## src/rtl/pkt_alloc_pkg.sv

```systemverilog
package pkt_alloc_pkg;

  typedef enum logic [2:0] {
    CMD_NOP         = 3'd0,
    CMD_TX_ALLOC    = 3'd1,
    CMD_RESET_ALL   = 3'd2,
    CMD_RX_POP      = 3'd3,
    CMD_RX_FREE_POP = 3'd4,
    CMD_RELEASE     = 3'd5,
    CMD_TX_ENQ      = 3'd6,
    CMD_TX_CLEAR    = 3'd7
  } mmu_cmd_e;

  localparam logic [7:0] NO_PAGE = 8'h80;

endpackage

```

## src/rtl/alloc_rst_sync.sv

```systemverilog
module alloc_rst_sync (
  input  logic clk,
  input  logic rst_n,
  output logic rst_sync_n
);

  logic [1:0] sync_q;

  always_ff @(posedge clk or negedge rst_n) begin
    if (!rst_n) begin
      sync_q <= 2'b00;
    end else begin
      sync_q <= {sync_q[0], 1'b1};
    end
  end

  assign rst_sync_n = sync_q[1];

endmodule

```

## src/rtl/page_queue.sv

```systemverilog
module page_queue #(
  parameter int DEPTH = 4,
  parameter int DW    = 2
) (
  input  logic                       clk,
  input  logic                       rst_n,
  input  logic                       clr,
  input  logic                       pop,
  input  logic                       push,
  input  logic [DW-1:0]              push_data,
  output logic [DW-1:0]              head,
  output logic [$clog2(DEPTH+1)-1:0] count
);

  localparam int CW = $clog2(DEPTH + 1);

  logic [DW-1:0] ent_q [DEPTH];
  logic [DW-1:0] ent_d [DEPTH];
  logic [CW-1:0] cnt_q;
  logic [CW-1:0] cnt_d;
  logic          do_pop;
  logic          do_push;
  logic          upd_en;

  // Pop only what was present at the start of the cycle; push only into room that existed then.
  assign do_pop  = pop && (cnt_q != '0);
  assign do_push = push && (cnt_q < CW'(DEPTH));
  assign upd_en  = do_pop || do_push || clr;

  always_comb begin
    logic [CW-1:0] mid;
    for (int i = 0; i < DEPTH; i++) begin
      ent_d[i] = ent_q[i];
    end
    mid = cnt_q;
    if (do_pop) begin
      for (int i = 0; i < DEPTH - 1; i++) begin
        ent_d[i] = ent_q[i + 1];
      end
      mid = cnt_q - 1'b1;
    end
    cnt_d = mid;
    if (do_push) begin
      for (int i = 0; i < DEPTH; i++) begin
        if (CW'(i) == mid) begin
          ent_d[i] = push_data;
        end
      end
      cnt_d = mid + 1'b1;
    end
    if (clr) begin
      cnt_d = '0;
    end
  end

  always_ff @(posedge clk or negedge rst_n) begin
    if (!rst_n) begin
      cnt_q <= '0;
      for (int i = 0; i < DEPTH; i++) begin
        ent_q[i] <= '0;
      end
    end else if (upd_en) begin
      cnt_q <= cnt_d;
      for (int i = 0; i < DEPTH; i++) begin
        ent_q[i] <= ent_d[i];
      end
    end
  end

  assign head  = ent_q[0];
  assign count = cnt_q;

  AST_Q_BOUND: assert property (@(posedge clk) disable iff (!rst_n)
    cnt_q <= CW'(DEPTH))
    else $error("queue count beyond depth");

  AST_Q_FULL_HOLD: assert property (@(posedge clk) disable iff (!rst_n)
    (cnt_q == CW'(DEPTH) && push && !pop && !clr) |=> (cnt_q == CW'(DEPTH)))
    else $error("push on full queue changed count");

endmodule

```

## src/rtl/page_count.sv

```systemverilog
module page_count #(
  parameter int N = 4
) (
  input  logic [N-1:0]           mask,
  output logic [$clog2(N+1)-1:0] used
);

  localparam int CW = $clog2(N + 1);

  logic [CW-1:0] part [N+1];

  assign part[0] = '0;

  genvar g;
  generate
    for (g = 0; g < N; g++) begin : g_add
      assign part[g+1] = part[g] + CW'(mask[g]);
    end
  endgenerate

  assign used = part[N];

endmodule

```

## src/rtl/pkt_page_alloc.sv

```systemverilog
module pkt_page_alloc
  import pkt_alloc_pkg::*;
#(
  parameter int NUM_PAGES = 4,
  parameter int QDEPTH    = 4
) (
  input  logic                           clk,
  input  logic                           rst_n,
  input  logic                           cmd_valid,
  input  logic [7:0]                     cmd_byte,
  input  logic [$clog2(NUM_PAGES)-1:0]   pkt_num,
  input  logic                           tx_enable,
  input  logic                           auto_release,
  input  logic                           rx_req,
  output logic                           rx_grant,
  output logic                           tx_send_valid,
  output logic [$clog2(NUM_PAGES)-1:0]   tx_send_page,
  input  logic                           tx_send_ready,
  input  logic                           cmp_pop,
  output logic [7:0]                     alloc_result,
  output logic [7:0]                     rx_head_code,
  output logic [7:0]                     cmp_head_code,
  output logic [$clog2(NUM_PAGES+1)-1:0] used_count,
  output logic                           alloc_done,
  output logic                           rx_ready,
  output logic                           tx_idle,
  output logic                           cmp_ready
);

  localparam int PW  = $clog2(NUM_PAGES);
  localparam int QCW = $clog2(QDEPTH + 1);

  logic                 rst_sync_n;
  mmu_cmd_e             cmd;
  logic                 unused_low_bits;

  logic [NUM_PAGES-1:0] mask_q, mask_d;
  logic [7:0]           res_q, res_d;
  logic                 pend_q, pend_d;
  logic                 done_q, done_d;
  logic                 st_en;
  logic                 tx_fire;
  logic                 wipe_all;

  logic                 rx_clr, rx_pop, rx_push;
  logic [PW-1:0]        rx_data, rx_head;
  logic [QCW-1:0]       rx_cnt;
  logic                 tx_clr, tx_pop, tx_push;
  logic [PW-1:0]        tx_data, tx_head;
  logic [QCW-1:0]       tx_cnt;
  logic                 c_clr, c_pop, c_push;
  logic [PW-1:0]        c_data, c_head;
  logic [QCW-1:0]       c_cnt;

  // {found, index} of the lowest clear bit
  function automatic logic [PW:0] lowest_free(input logic [NUM_PAGES-1:0] mm);
    logic [PW:0] r;
    r = '0;
    for (int i = NUM_PAGES - 1; i >= 0; i--) begin
      if (!mm[i]) begin
        r = {1'b1, PW'(i)};
      end
    end
    return r;
  endfunction

  alloc_rst_sync u_rst (
    .clk        (clk),
    .rst_n      (rst_n),
    .rst_sync_n (rst_sync_n)
  );

  assign cmd             = mmu_cmd_e'(cmd_byte[7:5]);
  assign unused_low_bits = ^cmd_byte[4:0];
  assign wipe_all        = cmd_valid && (cmd == CMD_RESET_ALL);
  assign tx_send_valid   = tx_enable && (tx_cnt != '0);
  assign tx_send_page    = tx_head;
  assign tx_fire         = tx_send_valid && tx_send_ready;
  assign st_en           = cmd_valid || tx_fire || rx_req || cmp_pop || pend_q;

  // Next-state: dispatch, command, completion pop, retry, receive
  always_comb begin
    logic [PW:0] pick;
    pick     = '0;
    mask_d   = mask_q;
    res_d    = res_q;
    pend_d   = pend_q;
    done_d   = done_q;
    rx_clr   = 1'b0;
    rx_pop   = 1'b0;
    rx_push  = 1'b0;
    rx_data  = '0;
    tx_clr   = 1'b0;
    tx_pop   = 1'b0;
    tx_push  = 1'b0;
    tx_data  = pkt_num;
    c_clr    = 1'b0;
    c_pop    = 1'b0;
    c_push   = 1'b0;
    c_data   = tx_head;
    rx_grant = 1'b0;

    // send handshake
    if (tx_fire) begin
      tx_pop = 1'b1;
      if (auto_release) begin
        mask_d[tx_head] = 1'b0;
      end else begin
        c_push = 1'b1;
      end
    end

    // command
    if (cmd_valid) begin
      unique case (cmd)
        CMD_NOP: begin
        end
        CMD_TX_ALLOC: begin
          done_d = 1'b0;
          pick   = lowest_free(mask_d);
          if (pick[PW]) begin
            mask_d[pick[PW-1:0]] = 1'b1;
            res_d  = 8'(pick[PW-1:0]);
            done_d = 1'b1;
            pend_d = 1'b0;
          end else begin
            res_d  = NO_PAGE;
            pend_d = 1'b1;
          end
        end
        CMD_RESET_ALL: begin
          mask_d = '0;
          rx_clr = 1'b1;
          tx_clr = 1'b1;
          c_clr  = 1'b1;
          res_d  = 8'h00;
          pend_d = 1'b0;
        end
        CMD_RX_POP: begin
          rx_pop = 1'b1;
        end
        CMD_RX_FREE_POP: begin
          if (rx_cnt != '0) begin
            mask_d[rx_head] = 1'b0;
          end
          rx_pop = 1'b1;
        end
        CMD_RELEASE: begin
          mask_d[pkt_num] = 1'b0;
        end
        CMD_TX_ENQ: begin
          tx_push = 1'b1;
        end
        CMD_TX_CLEAR: begin
          tx_clr = 1'b1;
          c_clr  = 1'b1;
        end
      endcase
    end

    // completion acknowledge
    c_pop = cmp_pop;

    // pending transmit allocation retried after releases
    if (pend_d) begin
      pick = lowest_free(mask_d);
      if (pick[PW]) begin
        mask_d[pick[PW-1:0]] = 1'b1;
        res_d  = 8'(pick[PW-1:0]);
        done_d = 1'b1;
        pend_d = 1'b0;
      end
    end

    // receive-side request last
    if (rx_req && !wipe_all && (rx_cnt < QCW'(QDEPTH))) begin
      pick = lowest_free(mask_d);
      if (pick[PW]) begin
        mask_d[pick[PW-1:0]] = 1'b1;
        rx_push  = 1'b1;
        rx_data  = pick[PW-1:0];
        rx_grant = 1'b1;
      end
    end
  end

  always_ff @(posedge clk or negedge rst_sync_n) begin
    if (!rst_sync_n) begin
      mask_q <= '0;
      res_q  <= 8'h00;
      pend_q <= 1'b0;
      done_q <= 1'b0;
    end else if (st_en) begin
      mask_q <= mask_d;
      res_q  <= res_d;
      pend_q <= pend_d;
      done_q <= done_d;
    end
  end

  page_queue #(.DEPTH(QDEPTH), .DW(PW)) u_rxq (
    .clk       (clk),
    .rst_n     (rst_sync_n),
    .clr       (rx_clr),
    .pop       (rx_pop),
    .push      (rx_push),
    .push_data (rx_data),
    .head      (rx_head),
    .count     (rx_cnt)
  );

  page_queue #(.DEPTH(QDEPTH), .DW(PW)) u_txq (
    .clk       (clk),
    .rst_n     (rst_sync_n),
    .clr       (tx_clr),
    .pop       (tx_pop),
    .push      (tx_push),
    .push_data (tx_data),
    .head      (tx_head),
    .count     (tx_cnt)
  );

  page_queue #(.DEPTH(QDEPTH), .DW(PW)) u_cmpq (
    .clk       (clk),
    .rst_n     (rst_sync_n),
    .clr       (c_clr),
    .pop       (c_pop),
    .push      (c_push),
    .push_data (c_data),
    .head      (c_head),
    .count     (c_cnt)
  );

  page_count #(.N(NUM_PAGES)) u_cnt (
    .mask (mask_q),
    .used (used_count)
  );

  assign alloc_result  = res_q;
  assign alloc_done    = done_q;
  assign rx_head_code  = (rx_cnt == '0) ? NO_PAGE : 8'(rx_head);
  assign cmp_head_code = (c_cnt == '0) ? NO_PAGE : 8'(c_head);
  assign rx_ready      = (rx_cnt != '0);
  assign tx_idle       = (tx_cnt == '0);
  assign cmp_ready     = (c_cnt != '0);

  AST_PEND_ONLY_FULL: assert property (@(posedge clk) disable iff (!rst_sync_n)
    pend_q |-> (&mask_q))
    else $error("allocation pending with a free page");

  AST_FULL_REFUSES_RX: assert property (@(posedge clk) disable iff (!rst_sync_n)
    ((&mask_q) && !cmd_valid && !tx_fire) |-> !rx_grant)
    else $error("receive granted from a full pool");

  AST_TX_HOLD_DISABLED: assert property (@(posedge clk) disable iff (!rst_sync_n)
    (!tx_enable && !cmd_valid) |=> (tx_cnt >= $past(tx_cnt)))
    else $error("transmit queue drained while disabled");

  AST_RESET_ALL_CLEARS: assert property (@(posedge clk) disable iff (!rst_sync_n)
    (cmd_valid && cmd_byte[7:5] == 3'd2) |=>
      (used_count == '0 && alloc_result == 8'h00 && !rx_ready && tx_idle && !cmp_ready))
    else $error("reset command left state behind");

  AST_DONE_HAS_PAGE: assert property (@(posedge clk) disable iff (!rst_sync_n)
    $rose(done_q) |-> (res_q != NO_PAGE))
    else $error("allocation done without a page");

endmodule

```

## config.mk

```make
export PLATFORM = sky130hd
export DESIGN_NAME = pkt_page_alloc
export DESIGN_NICKNAME = d
export VERILOG_FILES = /design/src/rtl/pkt_alloc_pkg.sv /design/src/rtl/alloc_rst_sync.sv /design/src/rtl/page_queue.sv /design/src/rtl/page_count.sv /design/src/rtl/pkt_page_alloc.sv
export SDC_FILE = /design/constraint.sdc
export NUM_CORES = 1
export LEC_CHECK = 0
export BUFFER_PORTS_ARGS = -buffer_cell sky130_fd_sc_hd__buf_2
export CAP_MARGIN = 20
export CORE_MARGIN = 3
export CORE_UTILIZATION = 45
export DETAILED_ROUTE_END_ITERATION = 6
export HOLD_SLACK_MARGIN = 0.03
export PLACE_DENSITY_LB_ADDON = 0.12
export SLEW_MARGIN = 20
export SYNTH_ARGS = -nofsm -noshare
export SYNTH_HDL_FRONTEND = slang
export SYNTH_SLANG_ARGS = --single-unit
```

## constraint.sdc

```tcl
create_clock -name clk -period 3.5 [get_ports clk]
set_input_delay 0.7 -clock clk [delete_from_list [all_inputs] [get_ports clk]]
set_output_delay 0.7 -clock clk [all_outputs]
set_load 0.01 [all_outputs]
```

# After elaboration in Yosys (flattened, before gate mapping)
# Index checks and enable logic that the tools add are counted.
# totals
register_bits	49
output_inout_bits	35
wordCells	208
# op_classes
add_sub_neg	9
order_cmp	15
n_eq_ne	16
mux	97
bitwise	9
n_reduce_logical	42
# ops
cell	n
$mux 3	25
$mux 8	9
$mux 4	9
$mux 1	28
$mux 2	14
$eq 2x3->1 const A	6
$logic_not 3->1	6
$lt 2x3->1 const B	6
$mux 6	3
$logic_and 1x1->1	17
$pmux 4 s4	1
$pmux 8 s2	1
$and 4x4->4	3
$demux 1 s2	6
$eq 3x3->1 const B	4
$ge 2x1->1 const B	6
$not 4->4	3
$or 4x4->4	3
$logic_or 1x1->1	10
$add 3x1->3 const B	3
$eq 1x3->1 const A	3
$lt 3x3->1 const B	3
$reduce_and 3->1	3
$reduce_bool 3->1	3
other kinds (8)	13

# Logic depth before layout (Yosys ltp)
# depth
depth_word	46
ltp_mapped	13
mapped_depth_nobuf	12

# Cells and area by module
# From an unflattened synthesis, not the netlist that was laid out.
# unflattened
cells_unflattened	401
hier_area_um2	3846.2
# by_module_without_submodules
mod	instances	cells_per_inst	area_each_um2	seq_area_each_um2
page_queue	3	79	799.5	275.3
pkt_page_alloc	1	153	1330.0	350.3
page_count	1	8	63.8	0.0
alloc_rst_sync	1	3	53.8	50.0

# Least setup slack after synthesis
# OpenSTA, ideal clock, no wires.
# synth_path
path_kind	in2out
start	in cmd_byte[5]
end	out rx_grant
t_arrival_ns	2.444
required_ns	2.800
setup_slack_ns	0.356
cell_stages	8
path_buffers	2
path_cell_list	buf_2 -> and4bb_2 -> a21o_1 -> a31oi_1 -> a22o_1 -> a32o_2 -> a221oi_2 -> buf_6
# synth_between
elab_chain_cells	22
word_cells_on_any_way	32
classes_between	order compare (2); eq/ne (4); mux (20); bitwise (1); reduce/logical (5)
# synth_rtl
item	line	rtl
from (decl)	pkt_page_alloc.sv:10	input logic [7:0] cmd_byte,
$eq 3x3->1, or another cell as far along	pkt_page_alloc.sv:115	unique case (cmd)
$pmux 4 s4	pkt_page_alloc.sv:115	
$mux 4	pkt_page_alloc.sv:114	if (cmd_valid) begin
$mux 3 (4 in a row)	pkt_page_alloc.sv:60	if (!mm[i]) begin
$mux 3	pkt_page_alloc.sv:165	if (pend_d) begin
$lt 2x3->1 (implied by the code) or $ge 2x1->1 (tied branches)	pkt_page_alloc.sv:168	mask_d[pick[PW-1:0]] = 1'b1;
$logic_and 1x1->1 (implied by the code)	pkt_page_alloc.sv:168	
$mux 1 (implied by the code)	pkt_page_alloc.sv:168	
$demux 1 s2	pkt_page_alloc.sv:168	
$or 4x4->4 (no source line)	-	
$mux 4	pkt_page_alloc.sv:167	if (pick[PW]) begin
$mux 4	pkt_page_alloc.sv:165	
$mux 3 (4 in a row)	pkt_page_alloc.sv:60	
$mux 3	pkt_page_alloc.sv:176	if (rx_req && !wipe_all && (rx_cnt < QCW'(QDEPTH))) begin
$mux 1	pkt_page_alloc.sv:178	if (pick[PW]) begin
$mux 1 *	pkt_page_alloc.sv:176	
to (decl)	pkt_page_alloc.sv:15	output logic rx_grant,
# Every way passes the cells marked *; elsewhere a longest branch is shown, timed or not. The select of a mux whose other input is x is not followed.

# Worst setup path in the final report
# layout_path
start	reg u_rxq.cnt_q[0], in the netlist u_rxq.count[0]
end	out rx_grant
# layout_between
elab_chain_cells	23
word_cells_on_any_way	26
classes_between	order compare (3); mux (19); bitwise (1); reduce/logical (3)
# layout_rtl
item	line	rtl
from (decl)	page_queue.sv:19	logic [CW-1:0] cnt_q;
from (signal assigned)	page_queue.sv:63	cnt_q <= cnt_d;
$reduce_bool 3->1	pkt_page_alloc.sv:143	if (rx_cnt != '0) begin
$mux 4	pkt_page_alloc.sv:143	
$pmux 4 s4	pkt_page_alloc.sv:115	
$mux 4	pkt_page_alloc.sv:114	
$mux 3 (4 in a row)	pkt_page_alloc.sv:60	
$mux 3	pkt_page_alloc.sv:165	
$lt 2x3->1 (implied by the code) or $ge 2x1->1 (tied branches)	pkt_page_alloc.sv:168	
$logic_and 1x1->1 (implied by the code)	pkt_page_alloc.sv:168	
$mux 1 (implied by the code)	pkt_page_alloc.sv:168	
$demux 1 s2	pkt_page_alloc.sv:168	
$or 4x4->4 (no source line)	-	
$mux 4	pkt_page_alloc.sv:167	
$mux 4	pkt_page_alloc.sv:165	
$mux 3 (4 in a row)	pkt_page_alloc.sv:60	
$mux 3	pkt_page_alloc.sv:176	
$mux 1	pkt_page_alloc.sv:178	
$mux 1 *	pkt_page_alloc.sv:176	
# Marked as above.

==> summary.txt <==
Timing
  • Slew Limit Headroom: 0.488
  • Fin crit period: 3390 ps
  • Fin Setup TNS: 0 ps
  • Skew final: 7.70 ps
  • Worst slew pin tran: 767 ps
  • Slew Limit Fails: 0
  • Final hold violation count: 0
  • Final setup fails: 0
  • Final period utilization: 0.968
  • Highest clock rate: 295 MHz
  • Hold_ws: 158 ps

Routing
  • First-pass iteration count of the detailed router: 4
  • WL/cell: 14.1 microns
  • DRT Wirelength: 7270 microns
  • Vias: 2719
  • Drt drc: 0
  • Starting DRC count in detailed routing: 110
  • Vias/cell: around 5.3
  • Post-DRT Antenna Nets: 0

CTS
  • Longest Clk Path Bufs: 2
  • Htree depth: 2
  • CTS Root Buffer Type: clkbuf_8
  • CTS tree: yes
  • Clock transition at path regs: 90 ps
  • Worst skew pair latency: between 300 and 400 ps
  • Total clock buffers created by CTS: 5
  • Clk sink count: 49

Synth
  • Ranking of synthesized cells by area: dfrtp_1, ha_1, nand2_1
  • Post-synth EDFFs: 0
  • Async set or reset register ratio after synthesis: 1.00
  • Top cell type's share of synthesized area: 0.374
  • Post-synthesis sequential area ratio: 0.374
  • Cell variety after synth: 62
  • Top post-synthesis cells by count: dfrtp_1, nand2_1, nor2_1, ha_1
  • Syn Area/Cell: 8.87 sq um
  • Register bit total from synthesis: between 40 and 50
  • Most common cell in the netlist: dfrtp_1
  • Cells after Synth: 370
  • Post-Syn Area: ~3300 sq um
  • Synth Warn #: 0
  • Area leader, netlist: dfrtp_1
  • Top_reg_cell synth: dfrtp_1

Floorplanning
  • Die Y-Extent: 91.4 microns
  • Io pins: between 50 and 60
  • Core area: 6940 sq um
  • Die area: 8350 sq um
  • Initial Util: 0.472
  • Chip width: 91.4 microns
  • Num rows: 30

Placed design
  • Area after DPL: around 3600 sq um
  • Post-DP HPWL: 5500 microns
  • PortBufs: 37
  • Post-placement cell count: 503
  • GP Congestion: between 0.8 and 0.9

Critical path
  • CP max FO: 6
  • Register-to-Register Setup Slack: about 620 ps
  • Crit path kind: reg2out
  • Worst setup EP type: output port
  • Critical Path AT: about 2700 ps
  • WP data required: roughly 2800 ps
  • Worst setup SP type: flop

Final layout
  • Design area: ~3700 sq um
  • ANT cells: 0
  • Nets: 459
  • Non-filler cells, final: roughly 500
  • Synth-to-Final Area Change: 13.7%
  • Layout cells sized above 1: 0.201

Outcome
  • Status: completed

Global routing
  • First-pass GRT wire length: 12400 microns
  • Vias in the first global route: 2596
  • Gr ovfl total: 0
  • Initial antenna violation count: 0
  • Aggregate global-route resource usage: 0.181
  • Largest net degree at the start of global routing: 48

Power and ir drop
  • Switching share of power: 0.439
  • Flop pwr share: 0.342
  • Lkg Pwr: 1.88 nW
  • Combinational share of power: 0.532
  • Clk network pwr share: 0.126
  • Pwr dens: about 730 nW/um^2
  • Switching Power: 0.00119 W
  • Pwr Total: around 0.0027 W
  • Peak VDD IR: around 340 uV
  • P_int: roughly 0.0015 W

Hold path
  • Worst hold path type: in2async

Flow run
  • Max Cap Viol: 0
==> critical path, stage by stage, from the launching register on <==
cell and delay (ps):
dfrtp_1 380, inv_1 70, ha_1 180, or2b_2 200, inv_2 70, o21ai_1 140
o211ai_1 180, a31o_4 300, maj3_2 340, a221oi_4 330, buf_2 180
==> path summary, 6_finish.rpt <==
check                                 from               to  cells past startpoint
max                         u_rxq.count[0]         rx_grant                     10
max reg2reg                 u_rxq.count[0]   u_rxq.ent_q[2]                     12
min                                  rst_n  u_rst.sync_q[1]                      1
min in group clk           u_rst.sync_q[0]  u_rst.sync_q[1]                      0
max in group asynchronous  u_rst.sync_q[1]        mask_q[2]                      0
min reg2reg                u_rst.sync_q[1]   u_txq.count[1]                      0
==> metal layers <==
layer | global-route usage | part of all wire | vias to the layer above
li1 | - | - | 1365
met1 | 0.258 | 0.50 | 1282
met2 | 0.280 | 0.44 | 64
met3 | 0.0273 | 0.042 | 8
met4 | 0.0628 | 0.014 | 0
met5 | 0 | 0 | -
==> cell families after synthesis <==
group / Yosys count / synth area share
simple gates: 140 / 0.218
compound gates: 87 / 0.176
flops: 49 / 0.374
buf+inv: 45 / 0.0683
fa+ha+maj: 25 / 0.0969
mux: 14 / 0.0435
xor+xnor: 8 / 0.0214
other cells: 2 / 0.00229
==> layout by cell type (no fill, tap or decap), drive strengths merged, types with 3 or more instances in the layout <==
cell	synthesis	final
dfrtp	49	49
nor2	28	28
nand2	47	47
nand4	6	6
o21ai	22	22
nand3	8	8
clkbuf	9	6
xor2	4	4
conb	2	11
a21oi	20	20
xnor2	4	4
a31oi	12	12
a221o	7	7
ha	23	23
a21o	5	5
nand2b	6	6
inv	21	21
nor3b	4	4
and3	4	4
mux2i	12	12
nor3	8	8
o21a	3	3
and2	15	15
buf	15	55
==> stage by stage <==
step                       util  setup slack [ps]
after floorplan               -               356
after global placement    0.517               177
after detailed placement  0.517               150
after CTS                 0.533              14.9
after global routing      0.537             -24.5
final                     0.537               113
==> timing repair <==
action / 4_1_cts / 5_1_grt
gates resized for setup: 3 / 5
hold buffers: 0 / 0
pin swaps: 1 / 6
setup buffers: 1 / 2
endpoints found under the hold margin: 0 / 0
endpoints found under the setup margin: 1 / 1
==> registers in the layout (all words and copies together) (netlist names) <==
register / flops
u_txq.head: 2
u_txq.ent_q: 6
u_txq.count: 3
u_cmpq.count: 3
pend_q: 1
u_cmpq.head: 2
u_rst.sync_q: 2
alloc_result: 8
u_rxq.count: 3
u_rxq.head: 2
mask_q: 4
alloc_done: 1
u_rxq.ent_q: 6
u_cmpq.ent_q: 6
==> final cells by class <==
class                      count  area [sq um]
clock buffer                   6          72.6
clock inverter                 2          15.0
tap                           96           120
timing repair buffer          55           320
inverter                      21          78.8
fill                         633          3210
sequential                    49          1230
multi-input combinational    285          1890
==> power groups by stage <==
stage	Sequential, W	Combinational, W	Clock (W)
after floorplan	0.000893	0.00104	0
after global placement	0.000938	0.00136	0
after detailed placement	0.000942	0.00140	0
after CTS	0.000931	0.00143	0.000356
after global routing	0.000963	0.00166	0.000381
final	0.000931	0.00145	0.000342
Note: power is estimated with default switching activity, not from simulation.
